### src/rtl/tmr8_pkg.sv
// Shared definitions for the dual-compare timer pair: register kinds,
// bit positions inside control and status, and per-channel bus strobes.
// Assumes a data byte of at least eight bits.
package tmr8_pkg;

    localparam int NCH    = 2;   // channels; word access pairs exactly two
    localparam int NKIND  = 5;   // register kinds per channel
    localparam int NFLAG  = 3;   // overflow, match A, match B

    // register kind codes, decoded from bus_addr[3:1]
    localparam logic [2:0] K_CNT  = 3'd0;
    localparam logic [2:0] K_CMPA = 3'd1;
    localparam logic [2:0] K_CMPB = 3'd2;
    localparam logic [2:0] K_CTL  = 3'd3;
    localparam logic [2:0] K_STS  = 3'd4;

    // control register bit positions
    localparam int CTL_IE_B  = 7;
    localparam int CTL_IE_A  = 6;
    localparam int CTL_IE_OV = 5;
    localparam int CTL_CLR   = 3;   // two bits, 4:3
    localparam int CTL_CKS   = 0;   // three bits, 2:0

    // status register: flags sit at FLAG_BASE + index (0 ovf, 1 A, 2 B)
    localparam int STS_FLAG_BASE = 5;
    localparam int STS_SEL_B     = 2;   // two bits, 3:2
    localparam int STS_SEL_A     = 0;   // two bits, 1:0

    typedef enum logic [1:0] {
        CLR_NONE = 2'b00,
        CLR_ON_A = 2'b01,
        CLR_ON_B = 2'b10,
        CLR_RSVD = 2'b11
    } clr_mode_e;

    typedef enum logic [1:0] {
        OUT_KEEP   = 2'b00,
        OUT_LOW    = 2'b01,
        OUT_HIGH   = 2'b10,
        OUT_TOGGLE = 2'b11
    } out_sel_e;

    typedef struct packed {
        logic wr_cnt;
        logic wr_cmpa;
        logic wr_cmpb;
        logic wr_ctl;
        logic wr_sts;
        logic rd_sts;
    } chan_strobe_t;

endpackage

### src/rtl/tmr8_regif.sv
// Register bus decode for the timer pair.
// Turns the bus strobes into per-channel write and read strobes, routes the
// write byte of each channel (word access: channel 0 high byte, channel 1 low
// byte), and registers the read data one cycle after the read strobe.
// Assumes no read and write strobe in the same cycle.
module tmr8_regif
    import tmr8_pkg::*;
#(
    parameter int CW = 8
) (
    input  logic                 clk,
    input  logic                 rst_n,
    input  logic                 bus_wr,
    input  logic                 bus_rd,
    input  logic                 bus_word,
    input  logic [3:0]           bus_addr,
    input  logic [2*CW-1:0]      bus_wdata,
    input  logic [CW-1:0]        view_i  [NCH][NKIND],
    output chan_strobe_t         stb_o   [NCH],
    output logic [CW-1:0]        wdata_o [NCH],
    output logic [2*CW-1:0]      rdata_o
);

    logic [2:0]    kind;
    logic [NCH-1:0] hit;
    logic [CW-1:0] rv [NCH];
    logic [2*CW-1:0] rd_next;

    assign kind = bus_addr[3:1];

    for (genvar c = 0; c < NCH; c++) begin : g_ch
        // channel selected by address bit 0, or by any word access
        assign hit[c]     = bus_word || (bus_addr[0] == 1'(c));
        // byte lane of this channel
        assign wdata_o[c] = bus_word ? bus_wdata[(NCH-1-c)*CW +: CW] : bus_wdata[CW-1:0];

        // per-channel strobes
        always_comb begin
            stb_o[c]         = '0;
            stb_o[c].wr_cnt  = bus_wr && hit[c] && (kind == K_CNT);
            stb_o[c].wr_cmpa = bus_wr && hit[c] && (kind == K_CMPA);
            stb_o[c].wr_cmpb = bus_wr && hit[c] && (kind == K_CMPB);
            stb_o[c].wr_ctl  = bus_wr && hit[c] && (kind == K_CTL);
            stb_o[c].wr_sts  = bus_wr && hit[c] && (kind == K_STS);
            stb_o[c].rd_sts  = bus_rd && hit[c] && (kind == K_STS);
        end

        // readback value of the addressed kind for this channel
        always_comb begin
            case (kind)
                K_CNT:   rv[c] = view_i[c][0];
                K_CMPA:  rv[c] = view_i[c][1];
                K_CMPB:  rv[c] = view_i[c][2];
                K_CTL:   rv[c] = view_i[c][3];
                K_STS:   rv[c] = view_i[c][4];
                default: rv[c] = '0;
            endcase
        end


        wr_onehot_chk: assert property (@(posedge clk) disable iff (!rst_n)
            $onehot0({stb_o[c].wr_cnt, stb_o[c].wr_cmpa, stb_o[c].wr_cmpb,
                      stb_o[c].wr_ctl, stb_o[c].wr_sts}));
    end

    // read data: both channels for a word, the addressed one for a byte
    assign rd_next = bus_word ? {rv[0], rv[1]} : {{CW{1'b0}}, rv[bus_addr[0]]};

    // read data register, updated on each read strobe
    always_ff @(posedge clk) begin
        if (!rst_n)      rdata_o <= '0;
        else if (bus_rd) rdata_o <= rd_next;
    end

endmodule

### src/rtl/tmr8_flag.sv
// One sticky status flag with read-before-clear protection.
// Sets on set_i; a status write with a 0 in its bit clears it only when the
// flag was read as 1 since the previous status write; set wins over clear.
module tmr8_flag (
    input  logic clk,
    input  logic rst_n,
    input  logic set_i,
    input  logic rd_i,
    input  logic wr_i,
    input  logic wbit_i,
    output logic flag_o
);

    logic armed;

    // flag and its read-seen marker
    always_ff @(posedge clk) begin
        if (!rst_n) begin
            flag_o <= 1'b0;
            armed  <= 1'b0;
        end else begin
            if (set_i)                        flag_o <= 1'b1;
            else if (wr_i && !wbit_i && armed) flag_o <= 1'b0;

            if (wr_i)                 armed <= 1'b0;
            else if (rd_i && flag_o)  armed <= 1'b1;
        end
    end


    flag_set_chk: assert property (@(posedge clk) disable iff (!rst_n)
        set_i |=> flag_o);


    flag_unread_keep_chk: assert property (@(posedge clk) disable iff (!rst_n)
        (flag_o && !armed) |=> flag_o);

endmodule

### src/rtl/tmr8_chan.sv
// One timer channel: counter, two compare registers, control, status flags,
// interrupt requests and the output pin.
// Assumes CW >= 8 (control and status fields occupy bits 7:0).
// The compare check is suppressed in the cycle a compare register is written.
module tmr8_chan
    import tmr8_pkg::*;
#(
    parameter int CW = 8
) (
    input  logic         clk,
    input  logic         rst_n,
    input  logic         tick_i,
    input  chan_strobe_t stb_i,
    input  logic [CW-1:0] wdata_i,
    output logic [CW-1:0] cnt_o,
    output logic [CW-1:0] cmpa_o,
    output logic [CW-1:0] cmpb_o,
    output logic [CW-1:0] ctl_o,
    output logic [CW-1:0] sts_o,
    output logic          irq_a_o,
    output logic          irq_b_o,
    output logic          irq_ov_o,
    output logic          pin_o
);

    localparam logic [CW-1:0] CNT_MAX = '1;

    logic [CW-1:0]    cnt, cmpa, cmpb;
    logic [7:0]       ctl;
    logic [1:0]       sel_a, sel_b;
    logic             suppress, match_a, match_b, run, clr_hit, wrap;
    logic             mq_a, mq_b, ev_a, ev_b;
    logic [NFLAG-1:0] set_v, flags;
    clr_mode_e        mode;
    out_sel_e         act;

    // compare and counting conditions
    assign suppress = stb_i.wr_cmpa | stb_i.wr_cmpb;
    assign match_a  = (cnt == cmpa) && !suppress;
    assign match_b  = (cnt == cmpb) && !suppress;
    assign run      = tick_i && (ctl[CTL_CKS +: 3] != 3'b000);
    assign mode     = clr_mode_e'(ctl[CTL_CLR +: 2]);

    // selected clear source
    always_comb begin
        case (mode)
            CLR_ON_A: clr_hit = match_a;
            CLR_ON_B: clr_hit = match_b;
            default:  clr_hit = 1'b0;
        endcase
    end

    assign wrap = run && !stb_i.wr_cnt && !clr_hit && (cnt == CNT_MAX);

    // counter: write load, else clear or increment on a tick
    always_ff @(posedge clk) begin
        if (!rst_n)            cnt <= '0;
        else if (stb_i.wr_cnt) cnt <= wdata_i;
        else if (run)          cnt <= clr_hit ? '0 : cnt + 1'b1;
    end

    // compare registers
    always_ff @(posedge clk) begin
        if (!rst_n) begin
            cmpa <= '1;
            cmpb <= '1;
        end else begin
            if (stb_i.wr_cmpa) cmpa <= wdata_i;
            if (stb_i.wr_cmpb) cmpb <= wdata_i;
        end
    end

    // control register and output-select fields of status
    always_ff @(posedge clk) begin
        if (!rst_n) begin
            ctl   <= '0;
            sel_a <= '0;
            sel_b <= '0;
        end else begin
            if (stb_i.wr_ctl) ctl <= wdata_i[7:0];
            if (stb_i.wr_sts) begin
                sel_a <= wdata_i[STS_SEL_A +: 2];
                sel_b <= wdata_i[STS_SEL_B +: 2];
            end
        end
    end

    // sticky flags: index 0 overflow, 1 match A, 2 match B
    assign set_v = {match_b, match_a, wrap};

    for (genvar i = 0; i < NFLAG; i++) begin : g_flag
        tmr8_flag u_flag (
            .clk    (clk),
            .rst_n  (rst_n),
            .set_i  (set_v[i]),
            .rd_i   (stb_i.rd_sts),
            .wr_i   (stb_i.wr_sts),
            .wbit_i (wdata_i[STS_FLAG_BASE + i]),
            .flag_o (flags[i])
        );
    end

    // rising-edge memory of each match
    always_ff @(posedge clk) begin
        if (!rst_n) begin
            mq_a <= 1'b0;
            mq_b <= 1'b0;
        end else begin
            mq_a <= match_a;
            mq_b <= match_b;
        end
    end

    assign ev_a = match_a && !mq_a;
    assign ev_b = match_b && !mq_b;

    // pin action: match B field wins when both rise
    always_comb begin
        act = OUT_KEEP;
        if (ev_b)      act = out_sel_e'(sel_b);
        else if (ev_a) act = out_sel_e'(sel_a);
    end

    // output pin register
    always_ff @(posedge clk) begin
        if (!rst_n) pin_o <= 1'b0;
        else begin
            case (act)
                OUT_LOW:    pin_o <= 1'b0;
                OUT_HIGH:   pin_o <= 1'b1;
                OUT_TOGGLE: pin_o <= ~pin_o;
                default:    pin_o <= pin_o;
            endcase
        end
    end

    assign cnt_o    = cnt;
    assign cmpa_o   = cmpa;
    assign cmpb_o   = cmpb;
    assign ctl_o    = CW'(ctl);
    assign sts_o    = CW'({flags[2], flags[1], flags[0], 1'b0, sel_b, sel_a});
    assign irq_a_o  = flags[1] && ctl[CTL_IE_A];
    assign irq_b_o  = flags[2] && ctl[CTL_IE_B];
    assign irq_ov_o = flags[0] && ctl[CTL_IE_OV];


    cnt_step_chk: assert property (@(posedge clk) disable iff (!rst_n)
        (run && !stb_i.wr_cnt && !clr_hit) |=> (cnt == $past(cnt) + 1'b1));


    cnt_clear_chk: assert property (@(posedge clk) disable iff (!rst_n)
        (run && clr_hit && !stb_i.wr_cnt) |=> (cnt == '0 && !$rose(flags[0])));


    wrap_flag_chk: assert property (@(posedge clk) disable iff (!rst_n)
        wrap |=> (cnt == '0 && flags[0]));


    suppress_chk: assert property (@(posedge clk) disable iff (!rst_n)
        (suppress && !flags[1] && !flags[2]) |=> (!flags[1] && !flags[2]));


    pin_hold_chk: assert property (@(posedge clk) disable iff (!rst_n)
        (!ev_a && !ev_b) |=> $stable(pin_o));

endmodule

### src/rtl/tmr8_pair.sv
// Top of the dual-compare timer pair: bus decode plus two channels.
// hw_standby acts as a synchronous reset of the whole block while high.
module tmr8_pair
    import tmr8_pkg::*;
#(
    parameter int CW = 8
) (
    input  logic            clk,
    input  logic            rst_n,
    input  logic            hw_standby,
    input  logic [1:0]      tick_en,
    input  logic            bus_wr,
    input  logic            bus_rd,
    input  logic            bus_word,
    input  logic [3:0]      bus_addr,
    input  logic [2*CW-1:0] bus_wdata,
    output logic [2*CW-1:0] bus_rdata,
    output logic [1:0]      irq_cmpa,
    output logic [1:0]      irq_cmpb,
    output logic [1:0]      irq_ovf,
    output logic [1:0]      tmr_out
);

    logic          blk_rst_n;
    chan_strobe_t  stb  [NCH];
    logic [CW-1:0] wdat [NCH];
    logic [CW-1:0] view [NCH][NKIND];

    assign blk_rst_n = rst_n && !hw_standby;

    tmr8_regif #(.CW(CW)) u_regif (
        .clk       (clk),
        .rst_n     (blk_rst_n),
        .bus_wr    (bus_wr),
        .bus_rd    (bus_rd),
        .bus_word  (bus_word),
        .bus_addr  (bus_addr),
        .bus_wdata (bus_wdata),
        .view_i    (view),
        .stb_o     (stb),
        .wdata_o   (wdat),
        .rdata_o   (bus_rdata)
    );

    for (genvar c = 0; c < NCH; c++) begin : g_chan
        tmr8_chan #(.CW(CW)) u_chan (
            .clk      (clk),
            .rst_n    (blk_rst_n),
            .tick_i   (tick_en[c]),
            .stb_i    (stb[c]),
            .wdata_i  (wdat[c]),
            .cnt_o    (view[c][0]),
            .cmpa_o   (view[c][1]),
            .cmpb_o   (view[c][2]),
            .ctl_o    (view[c][3]),
            .sts_o    (view[c][4]),
            .irq_a_o  (irq_cmpa[c]),
            .irq_b_o  (irq_cmpb[c]),
            .irq_ov_o (irq_ovf[c]),
            .pin_o    (tmr_out[c])
        );
    end


    standby_pins_chk: assert property (@(posedge clk) disable iff (!rst_n)
        hw_standby |=> (tmr_out == 2'b00 && irq_cmpa == 2'b00 && irq_cmpb == 2'b00 && irq_ovf == 2'b00));

endmodule

### config.mk
export PLATFORM = sky130hd
export DESIGN_NAME = tmr8_pair
export DESIGN_NICKNAME = d
export VERILOG_FILES = /design/src/rtl/tmr8_pkg.sv /design/src/rtl/tmr8_regif.sv /design/src/rtl/tmr8_flag.sv /design/src/rtl/tmr8_chan.sv /design/src/rtl/tmr8_pair.sv
export SDC_FILE = /design/constraint.sdc
export NUM_CORES = 1
export LEC_CHECK = 0
export BUFFER_PORTS_ARGS = -buffer_cell sky130_fd_sc_hd__buf_2
export CAP_MARGIN = 10
export CORE_AREA = 2 2 115 89
export DETAILED_ROUTE_END_ITERATION = 10
export DIE_AREA = 0 0 117 91
export PLACE_DENSITY = 0.9
export SLEW_MARGIN = 20
export SYNTH_ARGS = -nofsm -noshare
export SYNTH_HDL_FRONTEND = slang
export SYNTH_SLANG_ARGS = --single-unit
### constraint.sdc
create_clock -name clk -period 2.82 [get_ports clk]
set_input_delay 0.141 -clock clk [delete_from_list [all_inputs] [get_ports clk]]
set_output_delay 0.141 -clock clk [all_outputs]
set_load 0.005 [all_outputs]
; After elaboration in Yosys (flattened, before gate mapping)
; Cells that the tools add are included.
[op_classes]
addsub = 2
order_cmp = 1
eq_ne = 20
muxes = 33
bitwise_logic = 7
reduce_logical = 91
[ops]
columns = op, count
row1 = $mux 8, 10
row2 = $pmux 8 s5, 2
row3 = $logic_and 1x1->1, 57
row4 = $eq 8x8->1, 4
row5 = $logic_not 1->1, 17
row6 = $add 8x1->8 const B, 2
row7 = $eq 8x8->1 const B, 2
row8 = $mux 16, 1
row9 = $reduce_bool 2->1, 8
row10 = $eq 2x2->1 const B, 6
row11 = $mux 1, 12
row12 = $reduce_bool 3->1, 4
row13 = $eq 2x1->1 const B, 4
row14 = $mux 2, 4
row15 = $eq 3x2->1 const B, 2
row16 = $pmux 1 s3, 2
row17 = $not 1->1, 4
row18 = $pmux 1 s2, 2
row19 = $reduce_or 2->1, 2
row20 = $eq 3x1->1 const B, 1
row21 = $eq 3x3->1 const B, 1
row22 = $logic_not 3->1, 1
row23 = $ge 2x2->1 const B, 1
row24 = $logic_or 1x1->1, 2
row25 = other kinds (2), 3
[word_totals]
regBits = 106
in_bits = 28
out_inout_bits = 24
word_cells = 185

; Depth between registers and ports, before layout
; Gate-level depths: netlist (run 1).
[logic_depth]
depth_word = 12
depth_mapped = 8
ltp_nobuf = 7

; Modules after synthesis
; A second synthesis (run 1) with hierarchy kept.
[unflattened]
cells_unflattened = 686
hier_area_um2 = 6124.6
[modules_own_cells]
columns = mod, n_inst, cells_per_inst, area_per_inst_um2, seq_area_each_um2
row1 = tmr8_chan, 2, 219, 1981.9, 780.7
row2 = tmr8_regif, 1, 205, 1704.1, 320.3
row3 = tmr8_flag, 6, 7, 73.8, 40.0
row4 = tmr8_pair, 1, 1, 13.8, 0.0

; Worst setup path before layout (run 1)
; No wires, ideal clock.
[synth_timing]
path_type = register to register
start = register g_chan[0].u_chan.cnt[0]
end = register g_chan[0].u_chan.pin_o
setup_time_ns = 0.065
arrival_time_ns = 1.895
required_ns = 2.755
path_slack_ns = 0.860
path_stages_with_launch = 8
path_buffers = 1
synth_period_minus_slack_ns = 1.960
cell_sequence = dfxtp_1 clkbuf_1 xor2_1 nor4_4 nand3_2 or3b_1 mux4_2 nor2_1
[synth_between]
elab_chain_cells = 7
word_cells_on_any_way = 13
cone_classes = eq/ne: 5 / mux: 3 / reduce/logical: 5
[synth_rtl]
columns = item, line_no
row1 = start: declaration, tmr8_chan.sv:28  ; logic [CW-1:0] cnt, cmpa, cmpb;
row2 = start signal: assignment, tmr8_chan.sv:58  ; else if (stb_i.wr_cnt) cnt <= wdata_i;
row3 = start signal: assignment, tmr8_chan.sv:59  ; else if (run) cnt <= clr_hit ? '0 : cnt + 1'b1;
row4 = $eq 8x8->1, tmr8_chan.sv:39  ; assign match_a = (cnt == cmpa) && !suppress;
row5 = $logic_and 1x1->1, tmr8_chan.sv:39
row6 = $logic_and 1x1->1, tmr8_chan.sv:114  ; assign ev_a = match_a && !mq_a;
row7 = $mux 2, tmr8_chan.sv:121  ; else if (ev_a) act = out_sel_e'(sel_a);
row8 = $mux 2 *, tmr8_chan.sv:120  ; if (ev_b) act = out_sel_e'(sel_b);
row9 = $eq 2x2->1 / $eq 2x1->1 (equally long branches), tmr8_chan.sv:128  ; case (act)
row10 = $pmux 1 s3 / $reduce_bool 3->1 (equally long branches), n/a
row11 = end signal: assignment, tmr8_chan.sv:131  ; OUT_TOGGLE: pin_o <= ~pin_o;
row12 = end signal: assignment, tmr8_chan.sv:132  ; default: pin_o <= pin_o;
row13 = end: declaration, tmr8_chan.sv:23  ; output logic pin_o
; Mark *: on every way between the ends. The rest lies on a longest branch, timed or not.
; A chain may end at the register's enable or synchronous reset.

; Worst setup path in the final report (run 1)
[layout_timing]
start = register g_chan[0].u_chan.cnt[2]
end = register g_chan[0].u_chan.cnt[7]
[layout_between]
elab_chain_cells = 6
word_cells_on_any_way = 9
cone_classes = add/sub: 1 / eq/ne: 2 / mux: 4 / reduce/logical: 2
[layout_rtl]
columns = item, line_no
row1 = branches (longest 3 deep; another with $add 8x1->8), n/a
row2 = $mux 8 * (2 in a row), tmr8_chan.sv:59
row3 = $mux 8 *, tmr8_chan.sv:58
; Every way passes the cells marked *. The select of a mux whose other input is x is not followed.

==> out/results.ini, run 1 <==
[sta]
min_period_ns = 2.252
slew_violations = 0
final_hold_viol_count = 0
fin_crit_sh_pct = 79.87
fmax_ghz = 0.4440
final-setup-viol-count = 0
slew_headroom_pct = 44.12
rsz0062_at_grt = no
setup_tns_ns = 0
worst_pin_slew_ns = 0.8149
skew_ns = 0.006445
holdWs_ns = 0.07086

[power_and_ir_drop]
leakagePower_nw = 2.445
p_per_area_nw_per_um2 = 536.9
worst_ir_drop_vdd_v = 0.0003256
finalPower_mw = 3.288

[route]
via_per_inst = 6.498
drc = 0
drt_iter0_drc = 789
routed_wl_um = 16740
wl_per_cell_um = 20.57
drtAntennaViolNets = 0
via_count = 5289
dr.pass1.iters = 6

[final_layout]
fin_nets = 712
fin_cells = 814
syn2layout_area_growth_pct = 9.682
drive_gt1_share_pct = 13.93
n_fill_cell = 794
diodes = 0

[floorplanning]
placement_rows = 31
chipWidth_um = 117
ios = 52
core-area_sq_um = 9503
die_h_um = 91
die_area_sq_um = 10650
start_util_pct = 58.75

[grt]
grt_pass1_wl_um = 26770
grt-ovfl-total = 0
antenna_found_initial = 0
grt_pass1_vias = 5105
grt_max_degree = 59
grt_use_total_pct = 32.59

[logic_synthesis]
synth-seq-cells = 106
postSynth.asyncResetShare_pct = 0
synthTopCellsByArea = dfxtp_1 (38%), nand2_1 (5.1%), mux2i_1 (4.8%)
yosys_warnings = 0
synthDistinctLibCells = 52
synth_flop_cell = dfxtp_1
synth_area_sq_um = 5583
postSynthAreaPerCell_sq_um = 8.395
synth_edf_count = 0
syn_inst = 665
synth_top_cell_by_area = dfxtp_1
synth_seq_area_share_pct = 38.01
yosysTopAreaCellShare_pct = 38.01
syn-num-nets = 699

[worst_setup_path]
cp_max_fo = 9
cp_top_family = compound AO/OA/AOI/OAI gates
slowest_delay_ns = 0.58
path_buf_inv = 0
slowest_stage = dfxtp_1
crit_type = register to register
cp-end-kind = register
critPathLaunchType = register
cp_cell_sequence = xor2_1 -> nor4_1 -> nand3_1 -> a211o_1 -> a31oi_1 -> o21ai_0
cp_data_arrival_time_ns = 2.47
cp.required_ns = 3.04

[placed_design]
place.gp.congestion = 1.009
dp_hpwl_um = 12030
portBuffers = 51
placed_cells = 799

[clock_network]
clk_pin_slew_worst_paths_ns = 0.07
cts_tree = done
cts_root_buffer = clkbuf_16
numCtsBuffers = 9
cts_resized = 0
cts-htree-levels = 3
cts_num_sinks = 106
clk_latency_ns = 0.36
cts_hold_buf = 0
postCtsSetupBuffers = 0
clockBufferDepth = 2

[flow_run]
cap_violations = 0

[outcome]
status = completed

[min_path]
min_path_type = primary input to register

[cell families (layout without fill, tap and decap cells)]
| group | after synthesis | in the layout | synth area share, % |
|---|---|---|---|
| simple gates | 270 | 270 | 23.60 |
| compound gates | 136 | 136 | 15.85 |
| flops | 106 | 106 | 38.01 |
| buf+inv | 68 | 85 | 5.805 |
| mux | 40 | 40 | 9.278 |
| xor+xnor | 39 | 39 | 6.118 |
| fa+ha+maj | 6 | 6 | 1.345 |
[cells in the mapped netlist (all sizes together), types with 2 or more instances]
| cell type | instances |
|---|---|
| and2 | 12 |
| nor3b | 2 |
| o31ai | 4 |
| nand4 | 6 |
| nor4b | 3 |
| nor2 | 72 |
| a31oi | 4 |
| ha | 6 |
| nand3b | 6 |
| nor2b | 12 |
| xor2 | 27 |
| a211o | 3 |
| o21ai | 18 |
| nand3 | 36 |
| clkbuf | 27 |
| nand2 | 76 |
| nor3 | 15 |
| dfxtp | 106 |
| xnor2 | 12 |
| nand2b | 2 |
| nor4 | 5 |
| mux2 | 4 |
| a21oi | 39 |
| mux2i | 27 |
| a221oi | 6 |
| o211ai | 19 |
| or2 | 4 |
| a211oi | 4 |
| buf | 29 |
| and3 | 13 |
| mux4 | 9 |
| inv | 12 |
| a22o | 6 |
| or3 | 4 |
| o22ai | 11 |
| a22oi | 16 |
[worst register-to-register path: stages (launching register included)]
cell	delay, ns
dfxtp_1	0.58
xor2_1	0.12
nor4_1	0.50
nand3_1	0.14
a211o_1	0.39
a31oi_1	0.22
o21ai_0	0.17
[report_power, final]
group | internal, mW | total (mW) | leakage (nW) | switching [mW]
combinational | 0.103 | 0.308 | 1.42 | 0.205
clock | 0.886 | 1.46 | 0.165 | 0.569
sequential | 1.51 | 1.52 | 0.856 | 0.0151
total | 2.50 | 3.29 | 2.44 | 0.789
[routing by layer]
metal	GRT usage, %	part of all wire (%)	up-vias
li1	-	-	2370
met1	45.80	41	2482
met2	49.23	43	384
met3	8.144	13	53
met4	10.00	2.9	0
met5	0	0	-
[stage by stage]
stage	cell area, sq um	utilization, %	setup slack (ns)
floorplan	5583	-	0.8604
global placement	5782	60.84	0.5607
detailed placement	5782	60.84	0.4781
CTS	6123	64.44	0.6255
global route	6123	64.44	0.5042
finish	6123	64.44	0.5677
[cells in the final DEF, fill, tap and decap left out, drive strengths merged, types with 13 or more instances in the layout]
cell type and n:
a21oi 39, a22oi 16, and3 13, buf 58
dfxtp 106, mux2i 27, nand2 76, nand3 36
nor2 72, nor3 15, o211ai 19, o21ai 18
xor2 27
[registers in the layout, indices dropped and copies added (netlist names)]
signal                              flops
g_chan.u_chan.ctl_o                    16
g_chan.u_chan.pin_o                     2
g_chan.u_chan.g_flag.u_flag.flag_o      6
g_chan.u_chan.mq_b                      2
g_chan.u_chan.g_flag.u_flag.armed       6
g_chan.u_chan.cnt_o                    16
u_regif.rdata_o                        16
g_chan.u_chan.sel_a                     4
g_chan.u_chan.mq_a                      2
g_chan.u_chan.cmpa_o                   16
g_chan.u_chan.sel_b                     4
g_chan.u_chan.cmpb_o                   16
[cell type report]
cell class	count	area, sq um	share of cell area, %
Tap cell	132	165.2	2.697
Multi-Input combinational cell	491	3142	51.31
Sequential cell	106	2122	34.65
Clock inverter	5	102.6	1.676
Inverter	12	45.04	0.7356
Timing Repair Buffer	58	307.8	5.027
Clock buffer	10	239.0	3.903
[path summary, 6_finish.rpt]
path                             startpoint                    endpoint  slack [ns]  cells after the start
hold / removal                   hw_standby  g_chan[1].u_chan.cmpb_o[5]        0.07                      3
setup / recovery  g_chan[0].u_chan.cnt_o[2]   g_chan[0].u_chan.cnt_o[7]        0.57                      6
setup reg to reg  g_chan[0].u_chan.cnt_o[2]   g_chan[0].u_chan.cnt_o[7]        0.57                      6
hold reg to reg          u_regif.rdata_o[0]          u_regif.rdata_o[0]        0.48                      1
Note: power is estimated with default switching activity, not from simulation.
==> run 2, diff against run 1 <==
- CORE_AREA: 2 2 115 89 -> 2 2 121 94
- DIE_AREA: 0 0 117 91 -> 0 0 123 96
- PLACE_DENSITY: 0.9 -> 0.86
- clock period: 2.82 -> 1.9 ns (I/O delays scaled with it)
==> out/results.ini, run 2 (synthesis results as in run 1) <==
[worst_setup_path]
crit_start = g_chan[0].u_chan.cnt_o[1]
cp_top_family = simple AND/OR/NAND/NOR gates
critPathLaunchType = register
cp_cell_sequence = xor2_1 -> nor4_4 -> nand3_2 -> or3b_1 -> mux4_2 -> nor2_1
cp_max_fo = 2  ; -7
slowest_stage = mux4_2
cp_data_arrival_time_ns = 2.23  ; -0.24 ns
path_buf_inv = 0  ; unchanged
reg2reg_from = g_chan[0].u_chan.cnt_o[1]
crit_type = register to register
cp.required_ns = 2.19  ; -0.85 ns
slowest_delay_ns = 0.46  ; -0.12 ns
cp-end-kind = register

[route]
via_count = 5403  ; +2.2%
drc = 0  ; unchanged
dr.pass1.iters = 6  ; unchanged
drtAntennaViolNets = 0  ; unchanged
drt_iter0_drc = 698  ; -12%
wl_per_cell_um = 19.61  ; -4.7%
via_per_inst = 6.246  ; -3.9%
routed_wl_um = 16960  ; +1.3%

[placed_design]
portBuffers = 51  ; unchanged
placed_cells = 847  ; +6.0%
postPlaceCellArea_sq_um = 6125  ; +5.9%
dp_hpwl_um = 12410  ; +3.2%
place.gp.congestion = 1.021  ; +1.2%

[grt]
antenna_found_initial = 0  ; unchanged
grt_pass1_wl_um = 26770  ; about the same
grt_use_total_pct = 29.84  ; -2.7 points
grt_max_degree = 42  ; -29%
grt_pass1_vias = 5146  ; +0.80%
grt-ovfl-total = 0  ; unchanged

[clock_network]
clockBufferDepth = 2  ; unchanged
cts_tree = done
numCtsBuffers = 9  ; unchanged
cts-htree-levels = 3  ; unchanged
cts_hold_buf = 0  ; unchanged
cts_num_sinks = 106  ; unchanged
clk_latency_ns = 0.35  ; about the same
cts_root_buffer = clkbuf_16
clk_pin_slew_worst_paths_ns = 0.07  ; about the same

[sta]
slew_headroom_pct = 33.48  ; -11 points
min_period_ns = 1.937  ; -0.3152 ns
skew_ns = 0.006648  ; +0.0002031 ns
final_hold_viol_count = 0  ; unchanged
slew_violations = 0  ; unchanged
worst_pin_slew_ns = 0.9901  ; +0.1752 ns
fin_crit_sh_pct = 102.0  ; +22 points
rsz0062_at_grt = yes
fmax_ghz = 0.5162  ; +16%
holdWs_ns = 0.06753  ; -0.003336 ns
fin_ws_ns = -0.03710  ; -0.6048 ns
final-setup-viol-count = 1  ; +1

[min_path]
min_path_type = primary input to register
min_from = bus_rd

[final_layout]
finalInstanceArea_sq_um = 6563  ; +7.2%
fin_nets = 755  ; +6.0%
final_common_cell = dfxtp_1
layout_common_cells = dfxtp_1 (99), nand2_1 (75), nor2_1 (72)
diodes = 0  ; unchanged
drive_gt1_share_pct = 22.07  ; +8.1 points
n_fill_cell = 869  ; +9.4%
fin_cells = 865  ; +6.3%
final_util_pct = 61.60  ; -2.8 points
syn2layout_area_growth_pct = 17.55

[floorplanning]
chipWidth_um = 123  ; +5.1%
core-area_sq_um = 10650  ; +12%
ios = 52  ; unchanged
die_area_sq_um = 11810  ; +11%
start_util_pct = 52.41  ; -6.3 points
placement_rows = 33  ; +6.5%
die_h_um = 96  ; +5.5%

[flow_run]
cap_violations = 0  ; unchanged

[power_and_ir_drop]
p_per_area_nw_per_um2 = 687.2  ; +28%
worst_ir_drop_vdd_v = 0.0004601  ; +41%
finalPower_mw = 4.510  ; +37%
leakagePower_nw = 2.655  ; +8.6%

[outcome]
violations = negative setup slack
status = finished, violations left

==> run 2: changes by cell type in the layout (fill, tap and decap cells not counted), sizes merged <==
| cell | previous run | this run |
|---|---|---|
| buf | 58 | 101 |
| bufinv | 3 | 0 |
| inv | 12 | 13 |
| clkinvlp | 1 | 3 |
==> run 2: repair_timing <==
action                                  in CTS  in global routing
buffers inserted                             0                  3
resized for setup                            2                 26
endpoints found under the setup margin       3                 16
pin swaps                                    0                 10
==> run 2: power breakdown <==
part / switching [mW] / internal, mW
logic: 0.322 / 0.195
registers: 0.0193 / 2.24
clock network: 0.843 / 0.889
total: 1.18 / 3.33
==> run 2: layout make-up <==
| class | instances | area (sq um) | area share [%] |
|---|---|---|---|
| clock buffer | 10 | 229.0 | 3.489 |
| clock inverter | 5 | 40.04 | 0.6101 |
| inverter | 12 | 45.04 | 0.6864 |
| multi-input combinational | 491 | 3283 | 50.03 |
| sequential | 106 | 2131 | 32.47 |
| tap | 140 | 175.2 | 2.669 |
| timing repair buffer | 101 | 659.4 | 10.05 |
==> run 2: stage by stage <==
stage	setup TNS [ns]	worst slack, ns
2_1_floorplan	-0.01330	-0.01330
3_3_place_gp	0	0.02781
3_5_place_dp	-0.02456	-0.01271
4_1_cts	-0.03077	-0.03077
5_1_grt	-0.3699	-0.1128
6_report	-0.03710	-0.03710
==> run 2: worst register-to-register path: stages (launching register included) <==
cell     delay, ns
dfxtp_2       0.33
xor2_1        0.19
nor4_4        0.33
nand3_2       0.11
or3b_1        0.35
mux4_2        0.46
nor2_1        0.10
==> run 2: routing by layer <==
metal | vias up | share of wire, % | track usage [%]
met3 | 62 | 13 | 9.538
li1 | 2450 | - | -
met4 | 0 | 3.7 | 12.69
met1 | 2521 | 41 | 39.81
met5 | - | 0 | 0
met2 | 370 | 42 | 44.57
==> run 2: final timing paths <==
check | end | slack, ns | cells past startpoint
hold / removal | u_regif.rdata_o[12] | 0.07 | 3
setup / recovery | g_chan[0].u_chan.pin_o | -0.04 | 6
hold reg to reg | u_regif.rdata_o[12] | 0.48 | 2
setup reg to reg | g_chan[0].u_chan.pin_o | -0.04 | 6
==> run 3, diff against run 2 <==
- CORE_AREA: 2 2 121 94 -> 2 2 126 98
- DIE_AREA: 0 0 123 96 -> 0 0 128 100
- GPL_TIMING_DRIVEN: not set -> 0
- SYNTH_HIERARCHICAL: not set -> 1
- clock period: 1.9 -> 1.7 ns (I/O delays scaled with it)
==> out/results.ini, run 3 <==
[sta]
final_hold_viol_count = 0  ; unchanged
fmax_ghz = 0.5681  ; +10%
skew_ns = 0.01276  ; +0.006108 ns
fin_crit_sh_pct = 103.6  ; +1.6 points
final-setup-viol-count = 2  ; +1
fin_ws_ns = -0.06038  ; -0.02328 ns
slew_violations = 0  ; unchanged
worst_pin_slew_ns = 0.7552  ; -0.2350 ns
rsz0062_at_grt = yes
slew_headroom_pct = 49.65  ; +16 points
min_period_ns = 1.760  ; -0.1767 ns

[logic_synthesis]
syn_inst = 686  ; +3.2%
postSynth.asyncResetShare_pct = 0  ; unchanged
synth_compound_area_share_pct = 14.34  ; -1.5 points
synth_flop_cell = dfxtp_1
synth_top_family_by_area = simple AND/OR/NAND/NOR gates
synthTopCellsByArea = dfxtp_1 (35%), mux2i_1 (12%), xor2_1 (4.9%)
synth_area_sq_um = 6125  ; +9.7%
synth_top_cell_by_area = dfxtp_1
synth_xor_area_share_pct = 5.434  ; -0.68 points
synth-simple-area-share_pct = 22.43  ; -1.2 points
yosysTopAreaCellShare_pct = 34.65  ; -3.4 points
synth_seq_area_share_pct = 34.65  ; -3.4 points
postSynthAreaPerCell_sq_um = 8.928  ; +6.3%
yosys_warnings = 6  ; +6
muxShareOfSynthArea_pct = 15.18  ; +5.9 points
yosysMostFrequentCell = dfxtp_1
synth_top_cells_by_count = dfxtp_1 (106), mux2i_1 (76), nand2_1 (67)
syn-num-nets = 720  ; +3.0%
synth_fa_ha_area_share_pct = 1.226  ; -0.12 points
synth-seq-cells = 106  ; unchanged
synth_edf_count = 0  ; unchanged
synthDistinctLibCells = 73  ; +40%

[route]
via_count = 5829  ; +7.9%
routed_wl_um = 19160  ; +13%
drtAntennaViolNets = 0  ; unchanged
wl_per_cell_um = 21.03  ; +7.2%
drt_iter0_drc = 856  ; +23%
via_per_inst = 6.398  ; +2.4%
dr.pass1.iters = 5  ; -1
drc = 0  ; unchanged

[worst_setup_path]
cp_cell_sequence = xor2_2 -> nor4_4 -> nand4_2 -> a21oi_4 -> nor4_4 -> and4bb_1 -> nor2_1
critPathLaunchType = register
crit_type = register to register
cp_data_arrival_time_ns = 2.02  ; -0.21 ns
crit_top_cell = nor4_4
slowest_stage = dfxtp_4
cp_max_fo = 6  ; +4
cp-end-kind = register
slowest_delay_ns = 0.38  ; -0.08 ns
cp.required_ns = 1.96  ; -0.23 ns

[final_layout]
fin_cells = 911  ; +5.3%
final_common_cell = dfxtp_1
layout_common_cells = dfxtp_1 (87), mux2i_1 (76), nand2_1 (65)
diodes = 0  ; unchanged
fin_nets = 792  ; +4.9%
finalInstanceArea_sq_um = 7311  ; +11%
n_fill_cell = 933  ; +7.4%
drive_gt1_share_pct = 27.13  ; +5.1 points
syn2layout_area_growth_pct = 19.37

[floorplanning]
die_area_sq_um = 12800  ; +8.4%
ios = 52  ; unchanged
placement_rows = 35  ; +6.1%
core-area_sq_um = 11740  ; +10%
die_h_um = 100  ; +4.2%
chipWidth_um = 128  ; +4.1%
start_util_pct = 52.19  ; -0.22 points

[grt]
grt-ovfl-total = 0  ; unchanged
grt_pass1_wl_um = 29530  ; +10%
grt_pass1_vias = 5299  ; +3.0%
grt_use_total_pct = 29.85  ; about the same
antenna_found_initial = 0  ; unchanged
grt_max_degree = 24  ; -43%

[power_and_ir_drop]
p_comb_share_pct = 12.2  ; +0.7 points
seqPwrFrac_pct = 48.3  ; -1.8 points
p_sw_mw = 1.437  ; +21%
leakagePower_nw = 2.639  ; -0.58%
power_switching_share_pct = 27.64  ; +1.4 points
clkPwrFrac_pct = 39.5  ; +1.1 points
worst_ir_drop_vdd_v = 0.0004910  ; +6.7%
p_per_area_nw_per_um2 = 711.2  ; +3.5%
power.internal_mw = 3.762  ; +13%

[placed_design]
pre_cts_ws_ns = -0.8372  ; -0.8245 ns
portBuffers = 50  ; -2.0%
place.gp.congestion = 0.9601  ; -5.9%
dp_hpwl_um = 13590  ; +9.5%
placed_cells = 884  ; +4.4%
postPlaceCellArea_sq_um = 6623  ; +8.1%

[outcome]
status = finished, violations left
violations = negative setup slack

[clock_network]
clk_latency_ns = 0.36  ; about the same
clockBufferDepth = 2  ; unchanged
cts_root_buffer = clkbuf_16
clk_pin_slew_worst_paths_ns = 0.08  ; about the same
cts_tree = done
cts-htree-levels = 3  ; unchanged
cts_num_sinks = 106  ; unchanged
numCtsBuffers = 9  ; unchanged

[min_path]
min_path_type = primary input to register

[flow_run]
cap_violations = 0  ; unchanged

-- run 3: layout make-up --
class	instances	area (sq um)	share of cell area, %
Multi-Input combinational cell	508	3842	52.56
Clock buffer	9	225.2	3.081
Clock inverter	7	58.81	0.8044
Timing Repair Buffer	76	474.2	6.486
Sequential cell	106	2173	29.73
Buffer	40	282.8	3.868
Inverter	17	68.82	0.9413
Tap cell	148	185.2	2.533
-- run 3: per-stage QoR --
| stage | total power [mW] | hold WS, ns | TNS (ns) | util [%] |
|---|---|---|---|---|
| 3_3_place_gp | 3.138 | 0.4524 | -14.85 | 56.43 |
| 4_1_cts | 5.167 | 0.1007 | -0.1631 | 60.55 |
| 2_1_floorplan | 2.958 | 0.2950 | -2.653 | - |
| 3_5_place_dp | 3.147 | 0.4554 | -18.15 | 56.43 |
| 5_1_grt | 5.326 | 0.1196 | -0.3240 | 62.29 |
| 6_report | 5.199 | 0.09748 | -0.09216 | 62.29 |
-- run 3: timing repair --
item                                    CTS  global route
hold buffers                              0             0
endpoints found under the setup margin   25            25
buffers inserted                         18             9
pin swaps                                24            29
resized for setup                        44            49
-- run 3: cell families after synthesis --
family	after synthesis
flops	106
compound gates	130
xor+xnor	38
mux	88
fa+ha+maj	6
buf+inv	72
simple gates	244
other cells	2
-- run 3: worst paths after layout --
| kind | cells past startpoint | slack (ns) | end | startpoint |
|---|---|---|---|---|
| hold reg to reg | 2 | 0.46 | u_regif/rdata_o[9] | u_regif/rdata_o[9] |
| setup / recovery | 7 | -0.06 | g_chan[1].u_chan/g_flag[0].u_flag/flag_o | g_chan[1].u_chan/cnt_o[7] |
| hold / removal | 4 | 0.1 | g_chan[1].u_chan/g_flag[1].u_flag/flag_o | hw_standby |
| setup reg to reg | 7 | -0.06 | g_chan[1].u_chan/g_flag[0].u_flag/flag_o | g_chan[1].u_chan/cnt_o[7] |
-- run 3: metal layers --
| metal | vias up | GRT usage, % | part of all wire, % |
|---|---|---|---|
| met2 | 390 | 44.43 | 43 |
| met4 | 0 | 6.593 | 1.9 |
| li1 | 2608 | - | - |
| met1 | 2783 | 43.78 | 43 |
| met3 | 48 | 7.463 | 13 |
| met5 | - | 0 | 0 |
-- run 3: power by group through the flow --
stage	Sequential (mW)	Clock, mW	Combinational, mW
5_1_grt	2.51	2.15	0.666
2_1_floorplan	2.57	0	0.386
3_3_place_gp	2.58	0	0.562
6_report	2.51	2.05	0.636
4_1_cts	2.52	2.05	0.596
3_5_place_dp	2.58	0	0.569
-- run 3: worst max-delay path, delay by kind of cell (launching register included) --
kind / cells / cell delay [ns]
flip-flops: 1 / 0.38
XOR/XNOR: 1 / 0.16
AO/OA/AOI/OAI: 1 / 0.24
AND/OR/NAND/NOR: 5 / 0.87
